$ cat config.mk
export PLATFORM = sky130hd
export DESIGN_NAME = cmp_iota_gen
export DESIGN_NICKNAME = d
export VERILOG_FILES = /design/src/rtl/iota_pkg.sv /design/src/rtl/iota_ctrl.sv /design/src/rtl/iota_lane.sv /design/src/rtl/cmp_iota_gen.sv
export SDC_FILE = /design/constraint.sdc
export NUM_CORES = 1
export LEC_CHECK = 0
export BUFFER_PORTS_ARGS = -buffer_cell sky130_fd_sc_hd__buf_2
export CAP_MARGIN = 20
export CELL_PAD_IN_SITES_DETAIL_PLACEMENT = 1
export CELL_PAD_IN_SITES_GLOBAL_PLACEMENT = 1
export CORE_ASPECT_RATIO = 0.7
export CORE_UTILIZATION = 43
export DETAILED_ROUTE_END_ITERATION = 10
export MAX_ROUTING_LAYER = met4
export PLACE_DENSITY_LB_ADDON = 0.05
export SLEW_MARGIN = 20
export SYNTH_ARGS = -nofsm -noshare
export SYNTH_HDL_FRONTEND = slang
export SYNTH_HIERARCHICAL = 1
export SYNTH_SLANG_ARGS = --single-unit
$ cat constraint.sdc
create_clock -name clk -period 3.73 [get_ports clk]
set_input_delay 0.5595 -clock clk [delete_from_list [all_inputs] [get_ports clk]]
set_output_delay 0.5595 -clock clk [all_outputs]
set_load 0.1 [all_outputs]
$ cat src/rtl/iota_pkg.sv
package iota_pkg;

    typedef enum logic [1:0] {
        ST_IDLE = 2'd0,
        ST_RUN  = 2'd1,
        ST_FIN  = 2'd2
    } iota_state_e;

endpackage

$ cat src/rtl/iota_ctrl.sv
module iota_ctrl
    import iota_pkg::*;
#(
    parameter int NUM_ELEM = 64,
    parameter int LEN_W    = 7,
    parameter int IDX_W    = 6
) (
    input  logic             clk,
    input  logic             rst_n,
    input  logic             start_i,
    input  logic [LEN_W-1:0] vlen_i,
    output logic             accept_o,
    output logic             step_o,
    output logic [IDX_W-1:0] idx_o,
    output logic             done_o
);

    typedef struct packed {
        iota_state_e      st;
        logic [IDX_W-1:0] idx;
        logic [IDX_W-1:0] last;
    } ctrl_t;

    ctrl_t q, d;
    logic [LEN_W-1:0] eff_len;
    logic [LEN_W-1:0] last_full;

    always_comb begin
        d         = q;
        accept_o  = 1'b0;
        eff_len   = (vlen_i > LEN_W'(NUM_ELEM)) ? LEN_W'(NUM_ELEM) : vlen_i;
        last_full = eff_len - LEN_W'(1);
        unique case (q.st)
            ST_IDLE: begin
                if (start_i) begin
                    accept_o = 1'b1;
                    d.idx    = '0;
                    d.last   = last_full[IDX_W-1:0];
                    d.st     = (eff_len == '0) ? ST_FIN : ST_RUN;
                end
            end
            ST_RUN: begin
                if (q.idx == q.last) begin
                    d.st = ST_FIN;
                end else begin
                    d.idx = q.idx + IDX_W'(1);
                end
            end
            ST_FIN:  d.st = ST_IDLE;
            default: d.st = ST_IDLE;
        endcase
    end

    always_ff @(posedge clk) begin
        if (!rst_n) begin
            q.st   <= ST_IDLE;
            q.idx  <= '0;
            q.last <= '0;
        end else begin
            q <= d;
        end
    end

    assign step_o = (q.st == ST_RUN);
    assign done_o = (q.st == ST_FIN);
    assign idx_o  = q.idx;

endmodule

$ cat src/rtl/iota_lane.sv
module iota_lane #(
    parameter int NUM_ELEM = 64,
    parameter int DATA_W   = 32,
    parameter int LEN_W    = 7,
    parameter int IDX_W    = 6
) (
    input  logic                clk,
    input  logic                rst_n,
    input  logic                accept_i,
    input  logic                step_i,
    input  logic [IDX_W-1:0]    idx_i,
    input  logic [NUM_ELEM-1:0] mask_i,
    input  logic                sel_pol_i,
    input  logic [DATA_W-1:0]   stride_i,
    output logic                wr_en_o,
    output logic [IDX_W-1:0]    wr_idx_o,
    output logic [DATA_W-1:0]   wr_data_o,
    output logic [LEN_W-1:0]    packed_o
);

    typedef struct packed {
        logic [NUM_ELEM-1:0] mask;
        logic                pol;
        logic [DATA_W-1:0]   stride;
        logic [DATA_W-1:0]   offset;
        logic [LEN_W-1:0]    slot;
    } lane_t;

    lane_t q, d;
    logic  hit;

    always_comb begin
        d   = q;
        hit = step_i && (q.mask[idx_i] == q.pol);
        if (accept_i) begin
            d.mask   = mask_i;
            d.pol    = sel_pol_i;
            d.stride = stride_i;
            d.offset = '0;
            d.slot   = '0;
        end else if (step_i) begin
            d.offset = q.offset + q.stride;
            if (hit) begin
                d.slot = q.slot + LEN_W'(1);
            end
        end
    end

    always_ff @(posedge clk) begin
        if (!rst_n) begin
            q <= '0;
        end else begin
            q <= d;
        end
    end

    assign wr_en_o   = hit;
    assign wr_idx_o  = q.slot[IDX_W-1:0];
    assign wr_data_o = q.offset;
    assign packed_o  = q.slot;

endmodule

$ cat src/rtl/cmp_iota_gen.sv
module cmp_iota_gen #(
    parameter int NUM_ELEM = 64,
    parameter int DATA_W   = 32,
    parameter int LEN_W    = $clog2(NUM_ELEM + 1),
    parameter int IDX_W    = (NUM_ELEM > 1) ? $clog2(NUM_ELEM) : 1
) (
    input  logic                clk,
    input  logic                rst_n,
    input  logic                start_i,
    input  logic                sel_pol_i,
    input  logic [DATA_W-1:0]   stride_i,
    input  logic [LEN_W-1:0]    vlen_i,
    input  logic [NUM_ELEM-1:0] mask_i,
    output logic                busy_o,
    output logic                done_o,
    output logic                wr_en_o,
    output logic [IDX_W-1:0]    wr_idx_o,
    output logic [DATA_W-1:0]   wr_data_o,
    output logic [LEN_W-1:0]    count_o
);

    typedef struct packed {
        logic [LEN_W-1:0] count;
    } top_t;

    logic             accept;
    logic             step;
    logic [IDX_W-1:0] idx;
    logic             fin;
    logic [LEN_W-1:0] packed_cnt;
    top_t             q, d;

    iota_ctrl #(
        .NUM_ELEM (NUM_ELEM),
        .LEN_W    (LEN_W),
        .IDX_W    (IDX_W)
    ) ctrl_i (
        .clk      (clk),
        .rst_n    (rst_n),
        .start_i  (start_i),
        .vlen_i   (vlen_i),
        .accept_o (accept),
        .step_o   (step),
        .idx_o    (idx),
        .done_o   (fin)
    );

    iota_lane #(
        .NUM_ELEM (NUM_ELEM),
        .DATA_W   (DATA_W),
        .LEN_W    (LEN_W),
        .IDX_W    (IDX_W)
    ) lane_i (
        .clk       (clk),
        .rst_n     (rst_n),
        .accept_i  (accept),
        .step_i    (step),
        .idx_i     (idx),
        .mask_i    (mask_i),
        .sel_pol_i (sel_pol_i),
        .stride_i  (stride_i),
        .wr_en_o   (wr_en_o),
        .wr_idx_o  (wr_idx_o),
        .wr_data_o (wr_data_o),
        .packed_o  (packed_cnt)
    );

    always_comb begin
        d = q;
        if (fin) begin
            d.count = packed_cnt;
        end
    end

    always_ff @(posedge clk) begin
        if (!rst_n) begin
            q <= '0;
        end else begin
            q <= d;
        end
    end

    assign busy_o  = step;
    assign done_o  = fin;
    assign count_o = fin ? packed_cnt : q.count;

endmodule

==> summary.md, run 1 <==
| Metric | Value |
|---|---|
| Die ar. | 20600 um2 |
| Worst setup margin | roughly 0.07 ns |
| Tcrit/Tclk final | 0.981 |
| Mux cell area share after synthesis | 0.199 |
| Fin Hold WS | between 0.3 and 0.4 ns |
| Drt pass-1 iters | 4 |
| Antenna viol nets, final | 0 |
| Util after Layout | 0.518 |
| #FFs+latches synth | 157 |
| Clock sinks | 157 |
| Most common cell after layout, fill and taps aside | dfxtp_1 |
| Sequential area share after synthesis | 0.366 |
| Pin count of the biggest net entering global routing | 81 |
| CTS root buf | clkbuf_16 |
| Max Cap Viol | 0 |
| Post-Synthesis Cells | just under 900 |
| H-tree Lvls | 4 |
| I/O pin total | 155 |
| Antenna violations before repair | 4 |
| Crit-path slowest cell | mux4_2 |
| Critical Path AT | 3.10 ns |
| Leakage | roughly 4.2 nW |
| Pwr/cell area | around 460 nW/um2 |
| DP Worst Slack | between 0.2 and 0.3 ns |
| Initial DRC Count | 404 |
| Clk_lat worst skew | roughly 0.43 ns |
| Maximum fanout along the worst path | 5 |
| Worst vdd ir | 0.329 mV |
| CP Class | reg -> out |
| Via count | about 6.7k |
| Gr usage total | 0.246 |
| Share of the synthesized area in the top cell type | 0.366 |
| Final setup fails | 0 |
| Max incr delay on CP | 0.57 ns |
| Row count | 42 |
| Area fraction in compound gates after synthesis | 0.0928 |
| Final WL | 23800 um |
| Routed vias/inst | ~5.3 |
| Crit path launch type | register |
| Port bufs | 154 |
| DR DRC count | 0 |
| Fmax | 0.273 GHz |
| CP bufs+invs | 3 |
| Adder-cell share of the synthesized area | 0.0533 |
| Ys Warns | 6 |
| Post-DP HPWL | 17400 um |
| Most used cell, CP | mux4_2 |
| First-pass GRT wire length | 37900 um |
| Area grow syn2layout | 15.9% |
| Synth Area in XOR/XNOR | 0.0379 |
| Clk pwr share | 0.391 |
| Pin slew with the least headroom to its limit | 0.952 ns |
| Delay-heaviest family, CP | multiplexers |
| Die Span Y | around 120 um |
| Final hold vios | 0 |
| Switching Share | 0.313 |
| Worst clock skew | 0.0143 ns |
| P_sw | 1.42 mW |
| Worst Setup End Kind | output pin |
| Share of cells above drive strength 1 | 0.247 |
| RSZ-0062 raised after global routing | yes |
| Most frequent cells in the layout | dfxtp_1 (156), buf_2 (153), mux2i_1 (115), nor2b_1 (103), nor2_1 (50) |
| Mean post-synth cell area | 9.69 um2 |
| Cell Area, Placed | 9280 um2 |
| Core area | 19200 um2 |
| Slew headroom | 0.365 |
| DR WL/cell | 18.8 um |
| CTS tree | built |
| Total CTS buffers | 17 |
| Synthesized Nets | ~1.0k |
| Worst path required time | between 3 and 4 ns |
| Ys flop type | dfxtp_1 |
| Yosys top cell by area | dfxtp_1 |
| Post-synthesis cell type count | 62 |
| Ranking of synthesized cells by area | dfxtp_1 (37%), mux2i_1 (13%), nor2b_1 (7.5%) |
| P_int | ~3.1 mW |
| Fin. max-slew vios | 0 |
| CP cell instances | clkbuf_16 > mux4_2 > mux4_2 > mux4_2 > xnor2_4 > nand2_4 > clkinvlp_4 > buf_12 |
| Final Cell Area | 9960 um2 |
| Asr flop ratio synth | 0 |
| CTS Buffer Depth | 2 |
| Status | complete, no violations |
| Final Wtd Congestion | approximately 0.84 |
| Largest family of logic cells by synthesized area | multiplexers |
| Vias in the first global route | ~7.0k |
| Hold Buf Count CTS | 0 |
| Global route total overflow | 0 |
| Final nets | 1130 |
| Starting Density | 0.447 |
| Die W | 171 um |
| Seq pwr share | 0.413 |
| Final Critical Period | 3.66 ns |
| Clock-pin slew on the worst setup and hold paths | 0.07 ns |
| Worst Hold Class | in -> reg |
| Comb power frac | 0.196 |
| EDFF count, synth | 0 |
| Synth Area in Simple Gates | 0.180 |
| Synth Cell Area | around 8600 um2 |
[worst register-to-register path: stages (launching register included)]
cell and delay [ns]:
dfxtp_1 0.33, ha_1 0.23, fa_1 0.40, a21o_1 0.21, a221oi_1 0.47, o221ai_1 0.39
a21oi_1 0.50, o21ai_1 0.16, nand4_1 0.14, a2111oi_0 0.10, or3b_1 0.39
[layout make-up]
class | count | area [um2]
flip-flops and latches | 157 | 3150
well taps | 264 | 330
inverters | 15 | 65.1
repair buffers | 172 | 971
clock buffers | 17 | 425
diodes | 4 | 10.0
clock inverters | 15 | 169
multi-input cells | 624 | 4840
fillers | 2204 | 9270
[worst paths after layout]
check                           start              endpoint  slack (ns)  depth (start not counted)
setup / recovery      ctrl_i/idx_o[0]               wr_en_o        0.07                          8
hold / removal             mask_i[54]         lane_i/q[126]        0.39                          3
setup reg to reg  lane_i/wr_data_o[0]  lane_i/wr_data_o[20]        0.28                         10
hold reg to reg          ctrl_i/q[13]          ctrl_i/q[13]        0.47                          1
[metrics by stage]
| step | instances | total power, mW | TNS, ns |
|---|---|---|---|
| floorplan | 887 | 2.54 | 0 |
| global placement | 1228 | 2.73 | 0 |
| detailed placement | 1228 | 2.77 | 0 |
| CTS | 1262 | 4.57 | 0 |
| global route | 1268 | 4.74 | -0.0177 |
| finish | 1268 | 4.54 | 0 |
[registers in the layout, summed over array words and instances, names as in the netlist]
register and cells:
q 7, lane_i/wr_data_o 32, ctrl_i/idx_o 6, lane_i/q 97, ctrl_i/q 8, lane_i/packed_o 7
[cells by family (layout without fill, tap and decap cells)]
group | count (synthesis) | after routing
fa+ha+maj | 36 | 36
buf+inv | 106 | 219
mux | 142 | 142
simple gates | 288 | 288
other cells | 0 | 4
flops | 157 | 157
xor+xnor | 35 | 35
compound gates | 123 | 123
[layer usage]
metal / track usage / vias to the layer above / wire, um
li1: - / 3301 / -
met1: 0.354 / 3257 / 12600
met2: 0.349 / 149 / 10000
met3: 0.0520 / 14 / 1080
met4: 0.0536 / 0 / 176
met5: - / - / 0
[power by group through the flow]
stage / logic [mW] / registers (mW) / clock network (mW)
6_report: 0.890 / 1.87 / 1.78
5_1_grt: 0.961 / 1.88 / 1.89
4_1_cts: 0.888 / 1.87 / 1.82
3_5_place_dp: 0.864 / 1.90 / 0
3_3_place_gp: 0.833 / 1.90 / 0
2_1_floorplan: 0.669 / 1.87 / 0
[synthesized netlist by cell type (4+ instances only)]
library cell / instances
dfxtp_1: 157
mux2i_1: 115
nor2b_1: 103
buf_4: 51
nor2_1: 50
nand2_1: 41
a21oi_1: 35
ha_1: 35
clkbuf_1: 30
nand3_1: 24
xnor2_1: 24
o21ai_0: 21
mux4_2: 20
nor3_1: 18
inv_1: 14
a211oi_1: 13
nand4_1: 10
xor2_1: 10
a21o_1: 9
a31oi_1: 9
and2_1: 9
or3_1: 9
mux2_4: 7
buf_1: 6
o21a_1: 4
o31ai_1: 4
[what timing repair did]
item,in CTS,in global routing
gates resized for setup,5,0
pin swaps,2,2
cloned,1,1
endpoints found under the setup margin,1,1
buffers inserted,1,1
No activity file was read; power rests on OpenSTA's default activity.
==> inputs of run 2 (changes only) <==
--- a/config.mk
+++ b/config.mk
@@ -14,6 +14,7 @@
 export DETAILED_ROUTE_END_ITERATION = 10
 export MAX_ROUTING_LAYER = met4
 export PLACE_DENSITY_LB_ADDON = 0.05
+export RECOVER_POWER = 100
 export SLEW_MARGIN = 20
 export SYNTH_ARGS = -nofsm -noshare
 export SYNTH_HDL_FRONTEND = slang
==> run 2 against run 1 <==
Net effect:
- the flow now finishes with violations (capacitance limit, slew limit)
- largest power group unchanged
- sequential share of layout area grew 0.34 points
- critical endpoint unchanged
- setup slack gained 0.0012 ns
- cell area fell by 1.1%
==> summary.md, run 2 (synthesis gave the netlist of run 1 again) <==
| Metric | Value |
|---|---|
| Status | finished, violations left (was complete, no violations) |
| Failing checks | capacitance limit, slew limit |
| Met1 usage | 0.354 (unchanged) |
| CTS tree | built (unchanged) |
| Initial DRC Count | 398 (was 404) |
| Die W | 171 um (unchanged) |
| Area grow syn2layout | 14.7% (was 15.9%) |
| Routed vias/inst | 5.29 (was 5.30) |
| Most common cell after layout, fill and taps aside | dfxtp_1 (unchanged) |
| Gr usage total | 0.246 (unchanged) |
| Cell Area, Placed | 9280 um2 (unchanged) |
| Starting Density | 0.447 (unchanged) |
| Worst path required time | 3.17 ns (about the same) |
| Min-Delay Path Depth | 3 (unchanged) |
| DR WL/cell | 18.8 um (about the same) |
| Pin count of the biggest net entering global routing | 81 (unchanged) |
| Slew headroom | -0.243 (was 0.365) |
| Worst vdd ir | 0.327 mV (was 0.329 mV) |
| Die Span Y | 120 um (unchanged) |
| Antenna violations before repair | 4 (unchanged) |
| Tcrit/Tclk final | 0.981 (about the same) |
| Util after Layout | 0.512 (was 0.518) |
| Post-DP HPWL | 17400 um (unchanged) |
| Global route total overflow | 0 (unchanged) |
| Pin slew with the least headroom to its limit | 1.86 ns (was 0.952 ns) |
| Via count | 6707 (was 6721) |
| CTS Buffer Depth | 2 (unchanged) |
| Worst clock skew | 0.0143 ns (about the same) |
| Port bufs | 154 (unchanged) |
| CTS root buf | clkbuf_16 (unchanged) |
| Most used cell, CP | mux4_2 (unchanged) |
| Pwr/cell area | 461 nW/um2 (was 456 nW/um2) |
| CP Class | reg -> out (unchanged) |
| Crit-path slowest cell | mux4_2 (unchanged) |
| Fill cells | 2240 (was 2204) |
| DR DRC count | 0 (unchanged) |
| Core area | 19200 um2 (unchanged) |
| RSZ-0062 raised after global routing | yes (unchanged) |
| Largest reg by FF count | lane_i/q (unchanged) |
| Final Critical Period | 3.66 ns (about the same) |
| Leakage | 3.99 nW (was 4.21 nW) |
| Met3 Use GR | 0.0520 (unchanged) |
| Final setup fails | 0 (unchanged) |
| Worst R2R Path Depth | 10 (unchanged) |
| Final WL | 23800 um (about the same) |
| Vias in the first global route | 7002 (unchanged) |
| Final Cell Area | 9850 um2 (was 9960 um2) |
| Worst setup margin | 0.0715 ns (was 0.0702 ns) |
| CP cell instances | buf_12 > mux4_2 > mux4_2 > mux4_2 > xnor2_4 > nand2_4 > clkinvlp_4 > buf_12 (was clkbuf_16 > mux4_2 > mux4_2 > mux4_2 > xnor2_4 > nand2_4 > clkinvlp_4 > buf_12) |
| Max reg flops | 97 (unchanged) |
| Clock-pin slew on the worst setup and hold paths | 0.07 ns (about the same) |
| DP Worst Slack | 0.276 ns (unchanged) |
| Drt pass-1 iters | 5 (was 4) |
| Busiest grt layer | met1 (unchanged) |
| Final nets | 1130 (unchanged) |
| Final hold vios | 0 (unchanged) |
| Placed insts | 1228 (unchanged) |
| I/O pin total | 155 (unchanged) |
| TNS Setup | 0 ns (unchanged) |
| Fin. max-slew vios | 112 (was 0) |
| Total CTS buffers | 17 (unchanged) |
| Crit path launch type | register (unchanged) |
| H-tree Lvls | 4 (unchanged) |
| Row count | 42 (unchanged) |
| Critical Path AT | 3.10 ns (about the same) |
| Max Cap Viol | 2 (was 0) |
| Max incr delay on CP | 0.56 ns (was 0.57 ns) |
| Most frequent cells in the layout | dfxtp_1 (156), mux2i_1 (115), buf_2 (106), nor2b_1 (103) (was dfxtp_1 (156), buf_2 (153), mux2i_1 (115), nor2b_1 (103), nor2_1 (50)) |
| Share of cells above drive strength 1 | 0.190 (was 0.247) |
| Worst Setup End Kind | output pin (unchanged) |
| Layout Cells excl Fill | 1268 (unchanged) |
| Clock sinks | 157 (unchanged) |
| Routing usage on met2 | 0.349 (unchanged) |
| Die ar. | 20600 um2 (unchanged) |
| Worst Hold Class | in -> reg (unchanged) |
| Antenna viol nets, final | 0 (unchanged) |
| Clk_lat worst skew | 0.43 ns (about the same) |
| Maximum fanout along the worst path | 6 (was 5) |
| First-pass GRT wire length | 37900 um (unchanged) |
| Final Wtd Congestion | 0.839 (unchanged) |
| Fmax | 0.273 GHz (about the same) |
[run 2: cell types whose count changed in the layout (fill, tap and decap cells not counted)]
cell | before | now
buf_2 | 153 | 106
inv_6 | 8 | 7
clkbuf_1 | 0 | 50
buf_4 | 15 | 9
clkbuf_2 | 0 | 3
clkinvlp_2 | 0 | 1
mux2_4 | 7 | 0
mux2_1 | 0 | 7
[run 2: worst paths after layout]
kind	startpoint	end	slack [ns]
setup reg to reg	lane_i/wr_data_o[0]	lane_i/wr_data_o[20]	0.25
setup / recovery	ctrl_i/idx_o[0]	wr_en_o	0.07
hold / removal	mask_i[54]	lane_i/q[126]	0.39
hold reg to reg	ctrl_i/q[13]	ctrl_i/q[13]	0.47
[run 2: layer usage]
layer	vias up	routed length [um]
li1	3300	-
met3	14	1130
met4	0	176
met2	143	9960
met5	-	0
met1	3250	12500
[run 2: critical path: cells and delay by family (launching register included)]
family                    cells  cell delay [ns]
xor gates and xnor gates      1             0.21
muxes                         3             1.55
DFF                           1             0.42
and+or+nand+nor               1             0.09
buffers and inverters         3             0.41
[run 2: metrics by stage]
stage	hold WS (ns)	total power [mW]
final	0.388	4.54
after floorplan	0.431	2.54
after CTS	0.376	4.57
after global placement	0.449	2.73
after global routing	0.376	4.74
after detailed placement	0.464	2.77
[run 2: what timing repair did]
action,CTS,global route
gates resized for setup,5,0
hold buffers,0,0
pin swaps,2,2
hold endpoints to repair,0,0
setup buffers,1,1
gates cloned,1,1
endpoints found under the setup margin,1,1
[run 2: final cells by class]
class / instances / area, um2 / area share
flip-flops and latches: 157 / 3150 / 0.319
well taps: 264 / 330 / 0.0335
diodes: 4 / 10.0 / 0.00102
clock inverters: 15 / 169 / 0.0171
clock buffers: 17 / 425 / 0.0432
repair buffers: 172 / 893 / 0.0907
multi-input cells: 624 / 4820 / 0.489
inverters: 15 / 61.3 / 0.00622
[run 2: report_power, final]
| part | switching (mW) | internal, mW |
|---|---|---|
| combinational | 0.517 | 0.377 |
| sequential | 0.0862 | 1.79 |
| clock | 0.815 | 0.959 |
